<file path="config.mk">
export PLATFORM = sky130hd
export DESIGN_NAME = seg_translator
export DESIGN_NICKNAME = d
export VERILOG_FILES = /design/src/rtl/seg_pkg.sv /design/src/rtl/seg_regfile.sv /design/src/rtl/seg_xlate.sv /design/src/rtl/seg_translator.sv
export SDC_FILE = /design/constraint.sdc
export NUM_CORES = 2
export LEC_CHECK = 0
export CORE_MARGIN = 2
export CORE_UTILIZATION = 30
export DETAILED_ROUTE_END_ITERATION = 6
export HOLD_SLACK_MARGIN = 0.06
export SYNTH_ARGS = -nofsm -noshare
export SYNTH_HDL_FRONTEND = slang
export SYNTH_HIERARCHICAL = 1
export SYNTH_SLANG_ARGS = --single-unit
</file>
<file path="constraint.sdc">
create_clock -name clk -period 7.8 [get_ports clk]
set_input_delay 1.17 -clock clk [delete_from_list [all_inputs] [get_ports clk]]
set_output_delay 1.17 -clock clk [all_outputs]
set_load 0.01 [all_outputs]
</file>
<file path="src/rtl/seg_pkg.sv">
package seg_pkg;

    parameter int ADDR_W = 64;
    parameter int SEL_W  = 16;
    parameter int LIM_W  = 32;
    parameter int NSEG   = 6;
    localparam int SEG_W = $clog2(NSEG + 1);

    localparam logic [SEG_W-1:0] SEG_CS = 3'd0;
    localparam logic [SEG_W-1:0] SEG_SS = 3'd1;
    localparam logic [SEG_W-1:0] SEG_DS = 3'd2;
    localparam logic [SEG_W-1:0] SEG_ES = 3'd3;
    localparam logic [SEG_W-1:0] SEG_FS = 3'd4;
    localparam logic [SEG_W-1:0] SEG_GS = 3'd5;

    localparam logic [1:0] MODE_PROT = 2'd1;
    localparam logic [1:0] MODE_LONG = 2'd2;

    typedef enum logic [1:0] {
        EFF_REAL = 2'd0,
        EFF_P32  = 2'd1,
        EFF_L64  = 2'd2
    } eff_e;

    typedef enum logic [1:0] {
        FLT_NONE = 2'd0,
        FLT_GP   = 2'd1,
        FLT_STK  = 2'd2
    } fault_e;

    typedef struct packed {
        logic [ADDR_W-1:0] base;
        logic [LIM_W-1:0]  limit;
        logic              code;
        logic              lbit;
    } ld_desc_t;

    localparam logic [SEL_W-1:0]  RESET_CS_SEL  = 16'hF000;
    localparam logic [ADDR_W-1:0] RESET_CS_BASE = 64'h0000_0000_000F_0000;
    localparam logic [LIM_W-1:0]  RESET_LIMIT   = 32'h0000_FFFF;

    function automatic logic is_null(input logic [SEL_W-1:0] sel);
        return sel[SEL_W-1:2] == '0;
    endfunction

endpackage

</file>
<file path="src/rtl/seg_regfile.sv">
module seg_regfile
    import seg_pkg::*;
(
    input  logic              clk,
    input  logic              rst,
    input  logic              prot_on,
    input  logic              ld_valid,
    input  logic [SEG_W-1:0]  ld_seg,
    input  logic [SEL_W-1:0]  ld_sel,
    input  ld_desc_t          ld_desc,
    output logic              ld_fault,
    output logic [SEL_W-1:0]  sel_q  [NSEG],
    output logic [ADDR_W-1:0] base_q [NSEG],
    output logic [LIM_W-1:0]  lim_q  [NSEG],
    output logic              cs_long
);

    logic bad;

    always_comb begin
        bad = 1'b0;
        if (ld_seg >= SEG_W'(NSEG)) begin
            bad = 1'b1;
        end else if (prot_on) begin
            if (ld_seg == SEG_CS)
                bad = is_null(ld_sel) || !ld_desc.code;
            else
                bad = !is_null(ld_sel) && ld_desc.code;
        end
    end

    assign ld_fault = ld_valid && bad;

    for (genvar g = 0; g < NSEG; g++) begin : g_reg
        logic wr;
        assign wr = ld_valid && !bad && (ld_seg == SEG_W'(g));

        if (g == 0) begin : g_code
            always_ff @(posedge clk) begin
                if (rst) begin
                    sel_q[g]  <= RESET_CS_SEL;
                    base_q[g] <= RESET_CS_BASE;
                    lim_q[g]  <= RESET_LIMIT;
                    cs_long   <= 1'b0;
                end else if (wr) begin
                    sel_q[g]  <= ld_sel;
                    base_q[g] <= ld_desc.base;
                    lim_q[g]  <= ld_desc.limit;
                    cs_long   <= ld_desc.lbit;
                end
            end
        end else begin : g_data
            always_ff @(posedge clk) begin
                if (rst) begin
                    sel_q[g]  <= '0;
                    base_q[g] <= '0;
                    lim_q[g]  <= RESET_LIMIT;
                end else if (wr) begin
                    sel_q[g]  <= ld_sel;
                    base_q[g] <= ld_desc.base;
                    lim_q[g]  <= ld_desc.limit;
                end
            end
        end

        AST_REFUSED_LOAD_KEEPS: assert property (@(posedge clk) disable iff (rst)
            (ld_fault && ld_seg == SEG_W'(g)) |=> ($stable(sel_q[g]) && $stable(base_q[g])));
    end

    AST_CS_NEVER_NULL: assert property (@(posedge clk) disable iff (rst)
        (ld_valid && !ld_fault && prot_on && ld_seg == SEG_CS) |=> !is_null(sel_q[0]));

endmodule

</file>
<file path="src/rtl/seg_xlate.sv">
module seg_xlate
    import seg_pkg::*;
(
    input  logic              clk,
    input  logic              rst,
    input  eff_e              eff,
    input  logic              acc_valid,
    input  logic [SEG_W-1:0]  acc_seg,
    input  logic [ADDR_W-1:0] acc_off,
    input  logic [SEL_W-1:0]  sel_q  [NSEG],
    input  logic [ADDR_W-1:0] base_q [NSEG],
    input  logic [LIM_W-1:0]  lim_q  [NSEG],
    output logic [ADDR_W-1:0] lin_addr,
    output logic              lin_valid,
    output fault_e            fault_o
);

    logic              seg_ok;
    logic [SEG_W-1:0]  sidx;
    logic [SEL_W-1:0]  sel;
    logic [ADDR_W-1:0] base;
    logic [LIM_W-1:0]  lim;
    logic [31:0]       real_sum;
    logic [31:0]       p32_sum;
    logic [ADDR_W-1:0] l64_base;
    logic [ADDR_W-1:0] sum;
    fault_e            flt;

    assign seg_ok = acc_seg < SEG_W'(NSEG);
    assign sidx   = seg_ok ? acc_seg : SEG_CS;
    assign sel    = sel_q[sidx];
    assign base   = base_q[sidx];
    assign lim    = lim_q[sidx];

    assign real_sum = 32'({sel, 4'b0000}) + {16'b0, acc_off[15:0]};
    assign p32_sum  = base[31:0] + acc_off[31:0];
    assign l64_base = (sidx == SEG_FS || sidx == SEG_GS) ? base : '0;

    always_comb begin
        flt = FLT_NONE;
        sum = '0;
        unique case (eff)
            EFF_L64: sum = l64_base + acc_off;
            EFF_P32: begin
                sum = ADDR_W'(p32_sum);
                if (sidx != SEG_CS && is_null(sel))
                    flt = FLT_GP;
                else if (acc_off[31:0] > 32'(lim))
                    flt = (sidx == SEG_SS) ? FLT_STK : FLT_GP;
            end
            default: sum = ADDR_W'(real_sum);
        endcase
        if (!seg_ok)
            flt = FLT_GP;
    end

    assign fault_o   = acc_valid ? flt : FLT_NONE;
    assign lin_valid = acc_valid && (flt == FLT_NONE);
    assign lin_addr  = lin_valid ? sum : '0;

    AST_REAL_SPAN: assert property (@(posedge clk) disable iff (rst)
        (acc_valid && seg_ok && eff == EFF_REAL) |-> (lin_valid && lin_addr[ADDR_W-1:21] == '0));
    AST_P32_TRUNC: assert property (@(posedge clk) disable iff (rst)
        (acc_valid && eff == EFF_P32) |-> (lin_addr[ADDR_W-1:32] == '0));
    AST_STK_ONLY_SS: assert property (@(posedge clk) disable iff (rst)
        (fault_o == FLT_STK) |-> (acc_seg == SEG_SS && eff == EFF_P32));
    AST_L64_FLAT: assert property (@(posedge clk) disable iff (rst)
        (acc_valid && eff == EFF_L64 && acc_seg < SEG_FS) |-> (lin_valid && lin_addr == acc_off));
    AST_OOR_INDEX: assert property (@(posedge clk) disable iff (rst)
        (acc_valid && !seg_ok) |-> (fault_o == FLT_GP));

endmodule

</file>
<file path="src/rtl/seg_translator.sv">
module seg_translator
    import seg_pkg::*;
(
    input  logic              clk,
    input  logic              rst,
    input  logic [1:0]        mode,
    input  logic              ld_valid,
    input  logic [SEG_W-1:0]  ld_seg,
    input  logic [SEL_W-1:0]  ld_sel,
    input  logic [ADDR_W-1:0] ld_base,
    input  logic [LIM_W-1:0]  ld_limit,
    input  logic              ld_code,
    input  logic              ld_long,
    output logic              ld_fault,
    input  logic              acc_valid,
    input  logic [SEG_W-1:0]  acc_seg,
    input  logic [ADDR_W-1:0] acc_off,
    output logic [ADDR_W-1:0] lin_addr,
    output logic              lin_valid,
    output logic [1:0]        acc_fault,
    output logic [1:0]        cpl,
    output logic [1:0]        eff_mode
);

    logic [SEL_W-1:0]  sel_q  [NSEG];
    logic [ADDR_W-1:0] base_q [NSEG];
    logic [LIM_W-1:0]  lim_q  [NSEG];
    logic              cs_long;
    logic              prot_on;
    ld_desc_t          ld_desc;
    eff_e              eff;
    fault_e            flt;

    assign prot_on = (mode == MODE_PROT) || (mode == MODE_LONG);
    assign ld_desc = '{base: ld_base, limit: ld_limit, code: ld_code, lbit: ld_long};

    always_comb begin
        if (mode == MODE_LONG)
            eff = cs_long ? EFF_L64 : EFF_P32;
        else if (mode == MODE_PROT)
            eff = EFF_P32;
        else
            eff = EFF_REAL;
    end

    seg_regfile u_regs (
        .clk      (clk),
        .rst      (rst),
        .prot_on  (prot_on),
        .ld_valid (ld_valid),
        .ld_seg   (ld_seg),
        .ld_sel   (ld_sel),
        .ld_desc  (ld_desc),
        .ld_fault (ld_fault),
        .sel_q    (sel_q),
        .base_q   (base_q),
        .lim_q    (lim_q),
        .cs_long  (cs_long)
    );

    seg_xlate u_xlate (
        .clk       (clk),
        .rst       (rst),
        .eff       (eff),
        .acc_valid (acc_valid),
        .acc_seg   (acc_seg),
        .acc_off   (acc_off),
        .sel_q     (sel_q),
        .base_q    (base_q),
        .lim_q     (lim_q),
        .lin_addr  (lin_addr),
        .lin_valid (lin_valid),
        .fault_o   (flt)
    );

    assign acc_fault = flt;
    assign cpl       = sel_q[0][1:0];
    assign eff_mode  = eff;

    AST_RESET_REAL: assert property (@(posedge clk)
        $past(rst) |-> (cpl == 2'd0 && sel_q[0] == RESET_CS_SEL));
    AST_CPL_TRACKS: assert property (@(posedge clk) disable iff (rst)
        (ld_valid && !ld_fault && ld_seg == SEG_CS) |=> (cpl == $past(ld_sel[1:0])));

endmodule

</file>
==> impl_metrics.py <==
metrics = {
    "route": {
        "detail_route.drc_violations": 0,
        "routed_wl_um": 106000,
        "detail_route.first_pass.iterations": 5,
        "post_drt_wl_per_cell_um": 19.9,
        "post_drt_via_cell_ratio": 5.02,
        "detail-route-antenna-nets": 0,
        "num_vias": 26600,
        "drtIter0Drc": 1871,
    },
    "min_path": {
        "holdCritPathClass": "flip-flop to flip-flop",
        "whs_path_depth": 2,
    },
    "status": {
        "outcome": "finished clean",
    },
    "floorplanning": {
        "overall_die_area_um2": 113000,
        "pin_count": 262,
        "fp.coreArea_um2": 110000,
        "fp.dieW_um": 337,
        "floorplan.initialDensity_pct": 30.1,
        "num_rows": 122,
        "die_height_um": 337,
    },
    "power": {
        "pwr-share-seq_pct": 41.8,
        "clkPwrFrac_pct": 43.3,
        "power_switching_uw": 1830,
        "pwr-share-comb_pct": 14.8,
        "p_leak_uw": 0.0181,
        "power_density_nw_per_um2": 173,
        "internal_power_uw": 5020,
        "sw_frac_of_total_pct": 26.8,
        "total_power_uw": 6850,
        "ir_worst_vdd_uv": 195,
    },
    "grt": {
        "grt_first_pass_wirelength_um": 159000,
        "global_route.usage.total_pct": 18.1,
        "grt_antenna_before_repair": 8,
        "first_global_vias": 26400,
        "pin_count_of_the_biggest_net_entering_global_routing": 168,
        "remaining_overflow_grt": 0,
    },
    "timing": {
        "fin_skew_ns": 0,
        "timing.final.hold_violations": 0,
        "worst-slew-pin-transition_ns": 1.01,
        "slew_headroom_pct": 32.5,
        "min_period_over_period_pct": 93.3,
        "setup-violations-final": 0,
        "rsz0062_at_grt": "false",
        "fin_setup_tns_ns": 0,
        "finalMaxSlewViolations": 0,
        "post-route-min-period_ns": 7.27,
        "timing.fmax_mhz": 137,
    },
    "cells_and_area": {
        "finish.instance_area_um2": 39500,
        "fillerInstances": 11200,
        "drive_above_1_share_pct": 9.73,
        "multi_input_comb_area_um2": 20900,
        "layout.area.seq_um2": 10900,
        "finalNetCount": 4104,
        "area_growth_pct": 19.1,
    },
    "clock_network": {
        "clock_sink_count": 545,
        "clock_tree_from_tritoncts": "built",
        "clock_path_buffers": 3,
        "htree_levels": 2,
        "root_buffer_master": "sky130_fd_sc_hd__clkbuf_16",
        "cts-buffers-inserted": 60,
        "clock_insertion_delay_worst_skew_ns": 0.65,
        "clk_transition_reported_paths_ns": 0.06,
    },
    "place": {
        "placement.cell_area_um2": 37500,
        "place.gp.congestion": 0.943,
        "port_buffers": 261,
        "hpwlAfterDp_um": 75600,
    },
    "setup_path": {
        "crit_path_max_fanout": 5,
        "startpoint_type": "primary input",
        "worst-setup-path-type": "primary input to output pin",
        "cp-end-kind": "output pin",
        "worstRegToRegCells": 2,
        "worst_path_arrival_time_ns": 6.10,
        "critPathRequiredTime_ns": 6.63,
    },
    "job": {
        "drv_cap": 0,
    },
    "synth": {
        "syn-num-nets": 3931,
        "post_synth.cell_area_avg_um2": 9.23,
        "post_synth_instance_area_um2": 33200,
        "synthesis.instances": 3596,
        "yosysWarningCount": 6,
    },
}
[power groups by stage]
| stage | clock network, uW | logic, uW | registers, uW |
|---|---|---|---|
| after detailed placement | 0 | 1010 | 2930 |
| after global placement | 0 | 1000 | 2930 |
| final | 2970 | 1010 | 2870 |
| after CTS | 3040 | 1010 | 2870 |
| after global routing | 3150 | 1090 | 2870 |
| after floorplan | 0 | 603 | 2920 |
[sequential cells by signal, summed over array words and instances, names as in the netlist]
name,flops
u_regs/lim_q,192
u_regs/cs_long,1
u_regs/sel_q,96
u_regs/base_q,256
[layout by cell type (no fill, tap or decap), types with 12 or more instances in the layout]
| cell | count |
|---|---|
| sky130_fd_sc_hd__a211oi_1 | 26 |
| sky130_fd_sc_hd__a21o_1 | 96 |
| sky130_fd_sc_hd__a21oi_1 | 155 |
| sky130_fd_sc_hd__a221oi_1 | 18 |
| sky130_fd_sc_hd__a22oi_1 | 14 |
| sky130_fd_sc_hd__buf_12 | 13 |
| sky130_fd_sc_hd__buf_4 | 98 |
| sky130_fd_sc_hd__clkbuf_1 | 14 |
| sky130_fd_sc_hd__clkbuf_16 | 60 |
| sky130_fd_sc_hd__clkbuf_8 | 12 |
| sky130_fd_sc_hd__clkdlybuf4s50_1 | 257 |
| sky130_fd_sc_hd__dfxtp_1 | 545 |
| sky130_fd_sc_hd__ha_1 | 142 |
| sky130_fd_sc_hd__inv_1 | 46 |
| sky130_fd_sc_hd__mux2_2 | 58 |
| sky130_fd_sc_hd__mux2i_1 | 661 |
| sky130_fd_sc_hd__mux4_2 | 41 |
| sky130_fd_sc_hd__nand2_1 | 176 |
| sky130_fd_sc_hd__nand2b_1 | 523 |
| sky130_fd_sc_hd__nand2b_2 | 25 |
| sky130_fd_sc_hd__nand3_1 | 41 |
| sky130_fd_sc_hd__nand4_1 | 33 |
| sky130_fd_sc_hd__nor2_1 | 292 |
| sky130_fd_sc_hd__nor2_2 | 12 |
| sky130_fd_sc_hd__nor2b_1 | 17 |
| sky130_fd_sc_hd__nor3_1 | 22 |
| sky130_fd_sc_hd__o21ai_0 | 68 |
| sky130_fd_sc_hd__o21bai_1 | 25 |
| sky130_fd_sc_hd__o221ai_1 | 19 |
| sky130_fd_sc_hd__o22ai_1 | 24 |
| sky130_fd_sc_hd__xnor2_1 | 64 |
| sky130_fd_sc_hd__xor2_1 | 37 |
[area by class of cell]
cell class	count	area share [%]
Antenna cell	1	0.00633
Clock buffer	86	4.35
Clock inverter	21	0.842
Inverter	47	0.446
Multi-Input combinational cell	2743	52.9
Sequential cell	545	27.6
Tap cell	1488	4.71
Timing Repair Buffer	372	9.15
[path summary, 6_finish.rpt]
check	slack [ns]	to	startpoint
worst max register to register	6.98	u_regs/sel_q[80]	u_regs/sel_q[80]
worst min-delay path	0.47	u_regs/sel_q[70]	u_regs/sel_q[70]
worst max-delay path	0.53	lin_addr[29]	acc_seg[1]
worst min register to register	0.47	u_regs/sel_q[70]	u_regs/sel_q[70]
[repair_timing]
item / 4_1_cts / 5_1_grt
setup endpoints to repair: 0 / 11
gates resized for setup: 0 / 1
setup buffers: 0 / 1
hold buffers: 0 / 0
[metrics by stage]
stage	hold slack [ns]	setup slack, ns	utilization [%]	cells
detailed placement	0.460	0.110	34.0	5194
finish	0.470	0.526	35.9	5303
floorplan	0.445	0.658	-	3596
global placement	0.455	0.0346	34.0	5194
CTS	0.472	0.0847	35.9	5301
global route	0.487	0.201	35.9	5302
[routing by layer]
metal / global-route usage (%) / vias to the layer above / part of all wire (%)
met4: 3.85 / 8 / 1.7
met3: 4.08 / 114 / 7.3
li1: - / 12900 / -
met1: 24.3 / 12800 / 45
met5: 0.851 / - / 0.16
met2: 29.4 / 781 / 45
[critical path: stages]
cell and delay [ns]:
sky130_fd_sc_hd__dlymetal6s2s_1 0.30, sky130_fd_sc_hd__nor2b_4 0.32, sky130_fd_sc_hd__buf_12 0.15, sky130_fd_sc_hd__mux4_2 0.49, sky130_fd_sc_hd__a21o_1 0.19, sky130_fd_sc_hd__ha_1 0.33
sky130_fd_sc_hd__a2111oi_0 0.38, sky130_fd_sc_hd__o21ai_0 0.22, sky130_fd_sc_hd__a21oi_1 0.30, sky130_fd_sc_hd__a211oi_1 0.15, sky130_fd_sc_hd__a2111oi_0 0.40, sky130_fd_sc_hd__buf_4 0.21
sky130_fd_sc_hd__a31oi_1 0.13, sky130_fd_sc_hd__a21oi_1 0.24, sky130_fd_sc_hd__nor2b_1 0.19, sky130_fd_sc_hd__xor2_1 0.08, sky130_fd_sc_hd__o22ai_1 0.21, sky130_fd_sc_hd__clkdlybuf4s50_1 0.60
(Power assumes the default switching activity.)
